`config.mk`:
```
export PLATFORM = sky130hd
export DESIGN_NAME = mm_idx_sched
export DESIGN_NICKNAME = d
export VERILOG_FILES = /design/src/rtl/mm_sched_pkg.sv /design/src/rtl/mm_cfg_check.sv /design/src/rtl/mm_dim_counter.sv /design/src/rtl/mm_offset_gen.sv /design/src/rtl/mm_idx_sched.sv
export SDC_FILE = /design/constraint.sdc
export NUM_CORES = 1
export LEC_CHECK = 0
export ABC_AREA = 1
export BUFFER_PORTS_ARGS = -buffer_cell sky130_fd_sc_hd__buf_2
export CORE_MARGIN = 5
export CORE_UTILIZATION = 35
export CTS_CLUSTER_DIAMETER = 120
export CTS_CLUSTER_SIZE = 40
export DETAILED_ROUTE_END_ITERATION = 10
export PLACE_DENSITY = 0.5
export SLEW_MARGIN = 15
export SYNTH_ARGS = -nofsm -noshare
export SYNTH_HDL_FRONTEND = slang
export SYNTH_HIERARCHICAL = 1
export SYNTH_SLANG_ARGS = --single-unit
```
`constraint.sdc`:
```
create_clock -name clk -period 12.2 [get_ports clk]
set_clock_uncertainty 0.2 [all_clocks]
set_input_delay 1.83 -clock clk [delete_from_list [all_inputs] [get_ports clk]]
set_output_delay 1.83 -clock clk [all_outputs]
set_load 0.02 [all_outputs]
```
`src/rtl/mm_sched_pkg.sv`:
```
// Shared definitions for the matrix index scheduler.
// Assumes three loop dimensions: 0 = row (i), 1 = inner (v), 2 = column (j).
package mm_sched_pkg;

    localparam int NDIM = 3;

    typedef enum logic [1:0] {
        ST_IDLE = 2'd0,
        ST_RUN  = 2'd1,
        ST_FIN  = 2'd2
    } sched_state_t;

    // Nesting rank per dimension, packed {rank_j, rank_v, rank_i};
    // rank 0 is outermost, rank 2 innermost. Codes 6 and 7 are refused elsewhere.
    function automatic logic [5:0] order_rank(input logic [2:0] code);
        logic [5:0] r;
        case (code)
            3'd1:    r = {2'd1, 2'd2, 2'd0};
            3'd2:    r = {2'd2, 2'd0, 2'd1};
            3'd3:    r = {2'd1, 2'd0, 2'd2};
            3'd4:    r = {2'd0, 2'd2, 2'd1};
            3'd5:    r = {2'd0, 2'd1, 2'd2};
            default: r = {2'd2, 2'd1, 2'd0};
        endcase
        return r;
    endfunction

endpackage

```
`src/rtl/mm_cfg_check.sv`:
```
// Configuration validator: decides whether a requested schedule may start.
// Assumes the extents are unsigned; purely combinational.
module mm_cfg_check #(
    parameter int MAX_STEPS = 127,
    parameter int DIM_W     = 7
) (
    input  logic [DIM_W-1:0] ext_i,
    input  logic [DIM_W-1:0] ext_v,
    input  logic [DIM_W-1:0] ext_j,
    input  logic [2:0]       order,
    output logic             cfg_ok
);
    localparam int PROD_W = 3 * DIM_W;

    logic [PROD_W-1:0] total;

    // Total step count of the requested nest.
    always_comb begin
        total = PROD_W'(ext_i) * PROD_W'(ext_v) * PROD_W'(ext_j);
    end

    // Accept only non-empty, defined, bounded schedules.
    always_comb begin
        cfg_ok = (ext_i != '0) && (ext_v != '0) && (ext_j != '0)
              && (order <= 3'd5)
              && (total <= PROD_W'(MAX_STEPS));
    end

endmodule

```
`src/rtl/mm_dim_counter.sv`:
```
// One loop dimension: an up or down counter over 0..extent-1.
// Assumes extent_in is non-zero whenever load is asserted.
module mm_dim_counter #(
    parameter int DIM_W = 7
) (
    input  logic             clk,
    input  logic             rst_n,
    input  logic             load,
    input  logic             adv,
    input  logic [DIM_W-1:0] extent_in,
    input  logic             rev_in,
    output logic [DIM_W-1:0] cnt,
    output logic [DIM_W-1:0] extent_q,
    output logic             at_last
);
    logic rev_q;

    // Terminal value depends on the counting direction.
    always_comb begin
        at_last = rev_q ? (cnt == '0) : (cnt == extent_q - DIM_W'(1));
    end

    // Latch extent/direction on load; step or wrap on advance.
    always_ff @(posedge clk) begin
        if (!rst_n) begin
            cnt      <= '0;
            extent_q <= '0;
            rev_q    <= 1'b0;
        end else if (load) begin
            extent_q <= extent_in;
            rev_q    <= rev_in;
            cnt      <= rev_in ? extent_in - DIM_W'(1) : '0;
        end else if (adv) begin
            if (at_last)
                cnt <= rev_q ? extent_q - DIM_W'(1) : '0;
            else if (rev_q)
                cnt <= cnt - DIM_W'(1);
            else
                cnt <= cnt + DIM_W'(1);
        end
    end

endmodule

```
`src/rtl/mm_offset_gen.sv`:
```
// Row-major offset arithmetic for C[i][j], A[i][v] and B[v][j].
// Assumes every offset fits OFF_W because the schedule size is bounded.
module mm_offset_gen #(
    parameter int DIM_W = 7,
    parameter int OFF_W = 7
) (
    input  logic [DIM_W-1:0] idx_i,
    input  logic [DIM_W-1:0] idx_v,
    input  logic [DIM_W-1:0] idx_j,
    input  logic [DIM_W-1:0] n_inner,
    input  logic [DIM_W-1:0] n_cols,
    output logic [OFF_W-1:0] off_c,
    output logic [OFF_W-1:0] off_a,
    output logic [OFF_W-1:0] off_b
);
    localparam int MUL_W = 2 * DIM_W;

    // One multiply and one add per matrix.
    always_comb begin
        off_c = OFF_W'(MUL_W'(idx_i) * MUL_W'(n_cols)  + MUL_W'(idx_j));
        off_a = OFF_W'(MUL_W'(idx_i) * MUL_W'(n_inner) + MUL_W'(idx_v));
        off_b = OFF_W'(MUL_W'(idx_v) * MUL_W'(n_cols)  + MUL_W'(idx_j));
    end

endmodule

```
`src/rtl/mm_idx_sched.sv`:
```
// Nested-loop matrix index scheduler. Walks i, v, j in a selectable nesting
// with per-dimension reversal and presents one offset triple per step.
// Assumes the host holds step low while it cannot accept a triple.
module mm_idx_sched
    import mm_sched_pkg::*;
#(
    parameter  int MAX_STEPS = 127,
    localparam int DIM_W     = $clog2(MAX_STEPS + 1),
    localparam int OFF_W     = DIM_W
) (
    input  logic             clk,
    input  logic             rst_n,
    input  logic             start,
    input  logic             step,
    input  logic [DIM_W-1:0] cfg_rows,
    input  logic [DIM_W-1:0] cfg_inner,
    input  logic [DIM_W-1:0] cfg_cols,
    input  logic [2:0]       cfg_order,
    input  logic [2:0]       cfg_rev,
    output logic             valid,
    output logic [OFF_W-1:0] off_c,
    output logic [OFF_W-1:0] off_a,
    output logic [OFF_W-1:0] off_b,
    output logic             done,
    output logic             cfg_err
);
    sched_state_t     state;
    logic [5:0]       rank_q;
    logic             cfg_ok;
    logic             accept;
    logic             fire;
    logic             last_all;
    logic [DIM_W-1:0] cfg_ext [NDIM];
    logic [DIM_W-1:0] cnt     [NDIM];
    logic [DIM_W-1:0] ext_q   [NDIM];
    logic [NDIM-1:0]  at_last;
    logic [NDIM-1:0]  adv;

    // Gather configured extents by dimension index.
    always_comb begin
        cfg_ext[0] = cfg_rows;
        cfg_ext[1] = cfg_inner;
        cfg_ext[2] = cfg_cols;
    end

    mm_cfg_check #(.MAX_STEPS(MAX_STEPS), .DIM_W(DIM_W)) u_check (
        .ext_i  (cfg_rows),
        .ext_v  (cfg_inner),
        .ext_j  (cfg_cols),
        .order  (cfg_order),
        .cfg_ok (cfg_ok)
    );

    // Start handshake and step qualification.
    always_comb begin
        accept   = (state == ST_IDLE) && start && cfg_ok;
        fire     = (state == ST_RUN) && step;
        last_all = &at_last;
    end

    // A dimension advances when every more-inner dimension is at its end.
    always_comb begin
        for (int d = 0; d < NDIM; d++) begin
            logic carry;
            carry = fire;
            for (int e = 0; e < NDIM; e++) begin
                if (rank_q[2*e +: 2] > rank_q[2*d +: 2])
                    carry = carry & at_last[e];
            end
            adv[d] = carry;
        end
    end

    for (genvar g = 0; g < NDIM; g++) begin : g_dim
        mm_dim_counter #(.DIM_W(DIM_W)) u_cnt (
            .clk       (clk),
            .rst_n     (rst_n),
            .load      (accept),
            .adv       (adv[g]),
            .extent_in (cfg_ext[g]),
            .rev_in    (cfg_rev[g]),
            .cnt       (cnt[g]),
            .extent_q  (ext_q[g]),
            .at_last   (at_last[g])
        );
    end

    mm_offset_gen #(.DIM_W(DIM_W), .OFF_W(OFF_W)) u_off (
        .idx_i   (cnt[0]),
        .idx_v   (cnt[1]),
        .idx_j   (cnt[2]),
        .n_inner (ext_q[1]),
        .n_cols  (ext_q[2]),
        .off_c   (off_c),
        .off_a   (off_a),
        .off_b   (off_b)
    );

    // Schedule state machine, nesting rank and refusal pulse.
    always_ff @(posedge clk) begin
        if (!rst_n) begin
            state   <= ST_IDLE;
            rank_q  <= order_rank(3'd0);
            cfg_err <= 1'b0;
        end else begin
            cfg_err <= (state == ST_IDLE) && start && !cfg_ok;
            case (state)
                ST_IDLE: if (accept) begin
                    state  <= ST_RUN;
                    rank_q <= order_rank(cfg_order);
                end
                ST_RUN:  if (fire && last_all) state <= ST_FIN;
                default: state <= ST_IDLE;
            endcase
        end
    end

    // Output flags decoded from state.
    always_comb begin
        valid = (state == ST_RUN);
        done  = (state == ST_FIN);
    end

endmodule

```
==> impl_metrics.py <==
metrics = {
    "timing": {
        "fmax_mhz": 91.8,
        "finalSetupViolCount": 0,
        "fin_crit_sh_pct": 89.2,
        "fin_crit_ps": 10890,
        "tns_ps": 0,
        "slew_violations": 0,
        "tightestPinTransition_ps": 908,
        "worst_slack_ps": 1310,
        "timing.final.hold_violations": 0,
        "rsz0062_at_grt": "false",
        "holdWs_ps": 281,
        "relSlewSlack_pct": 39.4,
    },
    "grt": {
        "grt_pass1_vias": 11500,
        "grt_max_degree": 50,
        "antenna_found_initial": 2,
        "track_usage_pct": 17.0,
        "grt.overflow.total": 0,
        "grt_pass1_wl_um": 58300,
    },
    "critical_path": {
        "cp.arrival_ps": 10920,
        "crit_required_ps": 12230,
        "crit_path_max_incr_delay_ps": 540,
        "start_kind": "primary input",
        "cp_max_fo": 28,
        "critPathKind": "primary input to flip-flop",
        "end_kind": "flip-flop",
        "cpMaxStageDelayCell": "fa_1",
        "reg2reg_from": "g_dim[2].u_cnt/extent_q[0]",
        "crit_buf_inv": 10,
        "startpoint": "cfg_inner[6]",
        "path_delay_family": "adder cells",
    },
    "place": {
        "place_area_sq_mm": 0.0134,
        "place_ws_ps": 1020,
        "hpwl_um": 28300,
        "portBuffers": 54,
        "gp_congestion": 0.845,
    },
    "routing": {
        "detail-route-antenna-nets": 0,
        "drc": 0,
        "drt-vias-per-instance": 4.75,
        "wl_um": 34800,
        "vias": 11800,
        "drt_pass1_iterations": 5,
        "wl_per_cell_um": 14.0,
        "drtIter0Drc": 675,
    },
    "clocking": {
        "cts.sink_count": 54,
        "cts_inserted_buffers": 5,
        "cts_tree": "yes",
        "cts_hold_buf": 0,
        "cts-root-buf": "clkbuf_16",
        "htree_num_levels": 2,
        "post_cts_buffers": 0,
        "clk_transition_reported_paths_ps": 70,
        "cts-resized-gates": 0,
        "clk-insertion-delay-late_ps": 290,
        "clk_path_buf_depth": 2,
    },
    "final_layout": {
        "num-fill-cells": 3953,
        "finish.net_count": 2320,
        "mostFrequentLayoutCells": "nand2_1 (554), inv_1 (456), nor2_1 (162), ha_1 (146), nand3_1 (143)",
        "diodes": 0,
        "drive_above_1_share_pct": 6.68,
        "areaGrowthSynthToFinish_pct": 6.47,
        "layout_commonest_cell": "nand2_1",
        "design_area_sq_mm": 0.0136,
    },
    "logic_synthesis": {
        "syn-cell-area_sq_mm": 0.0128,
        "syn_inst": 2001,
        "synthArstFlopShare_pct": 0,
        "synth_seq_cells": 54,
        "synth_flop_cell": "dfxtp_1",
        "yosysWarnings": 6,
        "syn_avg_cell_area_sq_um": 6.39,
        "ys_seq_area_share_pct": 8.45,
        "synth_fp_nets": 2300,
        "synth_edf_count": 0,
        "yosysUniqueCellTypes": 45,
    },
    "min_path": {
        "worstHoldStart": "rank_q[5]",
        "hp-class": "flip-flop to flip-flop",
    },
    "floorplan": {
        "core_area_sq_mm": 0.0363,
        "rows": 70,
        "die_w_um": 201,
        "io_pins": 55,
        "die-area_sq_mm": 0.0405,
        "die_y_um": 201,
        "start_util_pct": 35.2,
    },
    "run": {
        "maxCapViolations": 0,
    },
    "outcome": {
        "outcome": "completed",
    },
}
-- worst reg2reg max path, delay by kind of cell, from the launching register on --
| kind | cells | cell delay (ps) |
|---|---|---|
| AO/OA/AOI/OAI | 2 | 190 |
| buffers and inverters | 4 | 720 |
| AND/OR/NAND/NOR | 11 | 1160 |
| adder cells (fa/ha/maj) | 1 | 380 |
| flip-flops | 1 | 840 |
-- cell type report --
| cell class | instances | area (sq um) | share of cell area (%) |
|---|---|---|---|
| Clock buffer | 6 | 139 | 1.02 |
| Clock inverter | 1 | 30.0 | 0.221 |
| Inverter | 463 | 1740 | 12.8 |
| Multi-Input combinational cell | 1439 | 9740 | 71.6 |
| Tap cell | 468 | 586 | 4.30 |
| Sequential cell | 54 | 1080 | 7.94 |
| Timing Repair Buffer | 58 | 300 | 2.21 |
-- cells in the mapped netlist, types with 2 or more instances --
master	n	share of area (%)
nand2_1	554	16
inv_1	456	13
nor2_1	162	4.8
ha_1	146	14
nand3_1	143	5.6
fa_1	122	19
a21oi_1	69	2.7
o21ai_0	60	2.3
dfxtp_1	54	8.5
nand4_1	34	1.7
xor2_1	24	1.6
a21oi_2	23	1.6
clkbuf_1	20	0.59
buf_2	18	0.70
xnor2_1	14	0.96
nor2_2	11	0.54
nand3b_1	10	0.59
nand2_2	9	0.44
a31oi_1	8	0.39
inv_2	6	0.18
o21bai_1	6	0.35
buf_4	5	0.29
a31o_2	4	0.27
nor3_1	4	0.16
nor4_1	4	0.20
or2_1	4	0.20
a211oi_1	3	0.18
nand3_2	3	0.23
o21ai_2	3	0.21
a21o_1	2	0.12
a221oi_1	2	0.14
o31ai_1	2	0.12
or2_2	2	0.098
xnor2_2	2	0.25
xor2_2	2	0.25
-- cell families after synthesis --
family                     count (synthesis)  share of synthesized area [%]
buffers and inverters                    508                           15.4
adders and majority gates                268                           33.4
and+or+nand+nor                          946                           31.1
AOI/OAI and AO/OA                        183                           8.56
xor gates and xnor gates                  42                           3.11
DFF                                       54                           8.45
-- stage by stage --
stage	cells	utilization [%]
finish	2489	37.5
global route	2489	37.5
CTS	2489	37.5
detailed placement	2482	37.0
global placement	2482	37.0
floorplan	2001	-
-- metal layers --
layer	part of all wire [%]	wire length [um]	track usage, %
met4	0.69	241	2.20
met2	49	17100	30.5
met3	2.9	1020	1.24
met5	0.098	34	0
met1	47	16400	23.2
-- registers in the layout (all words and copies together) (netlist names) --
signal,cells
rank_q,6
g_dim.u_cnt/cnt,21
g_dim.u_cnt/rev_q,3
g_dim.u_cnt/extent_q,21
cfg_err,1
state,2
-- path summary, 6_finish.rpt --
check	slack (ps)	to	depth (start not counted)
worst max-delay path	1310	g_dim[0].u_cnt/cnt[2]	41
worst min-delay path	280	rank_q[5]	2
worst max register to register	8610	g_dim[0].u_cnt/cnt[5]	18
worst min register to register	280	rank_q[5]	2
Power is left out: the tool's default activity adds up to more than one toggle a clock period on the data nets, which glitch-free logic cannot reach.
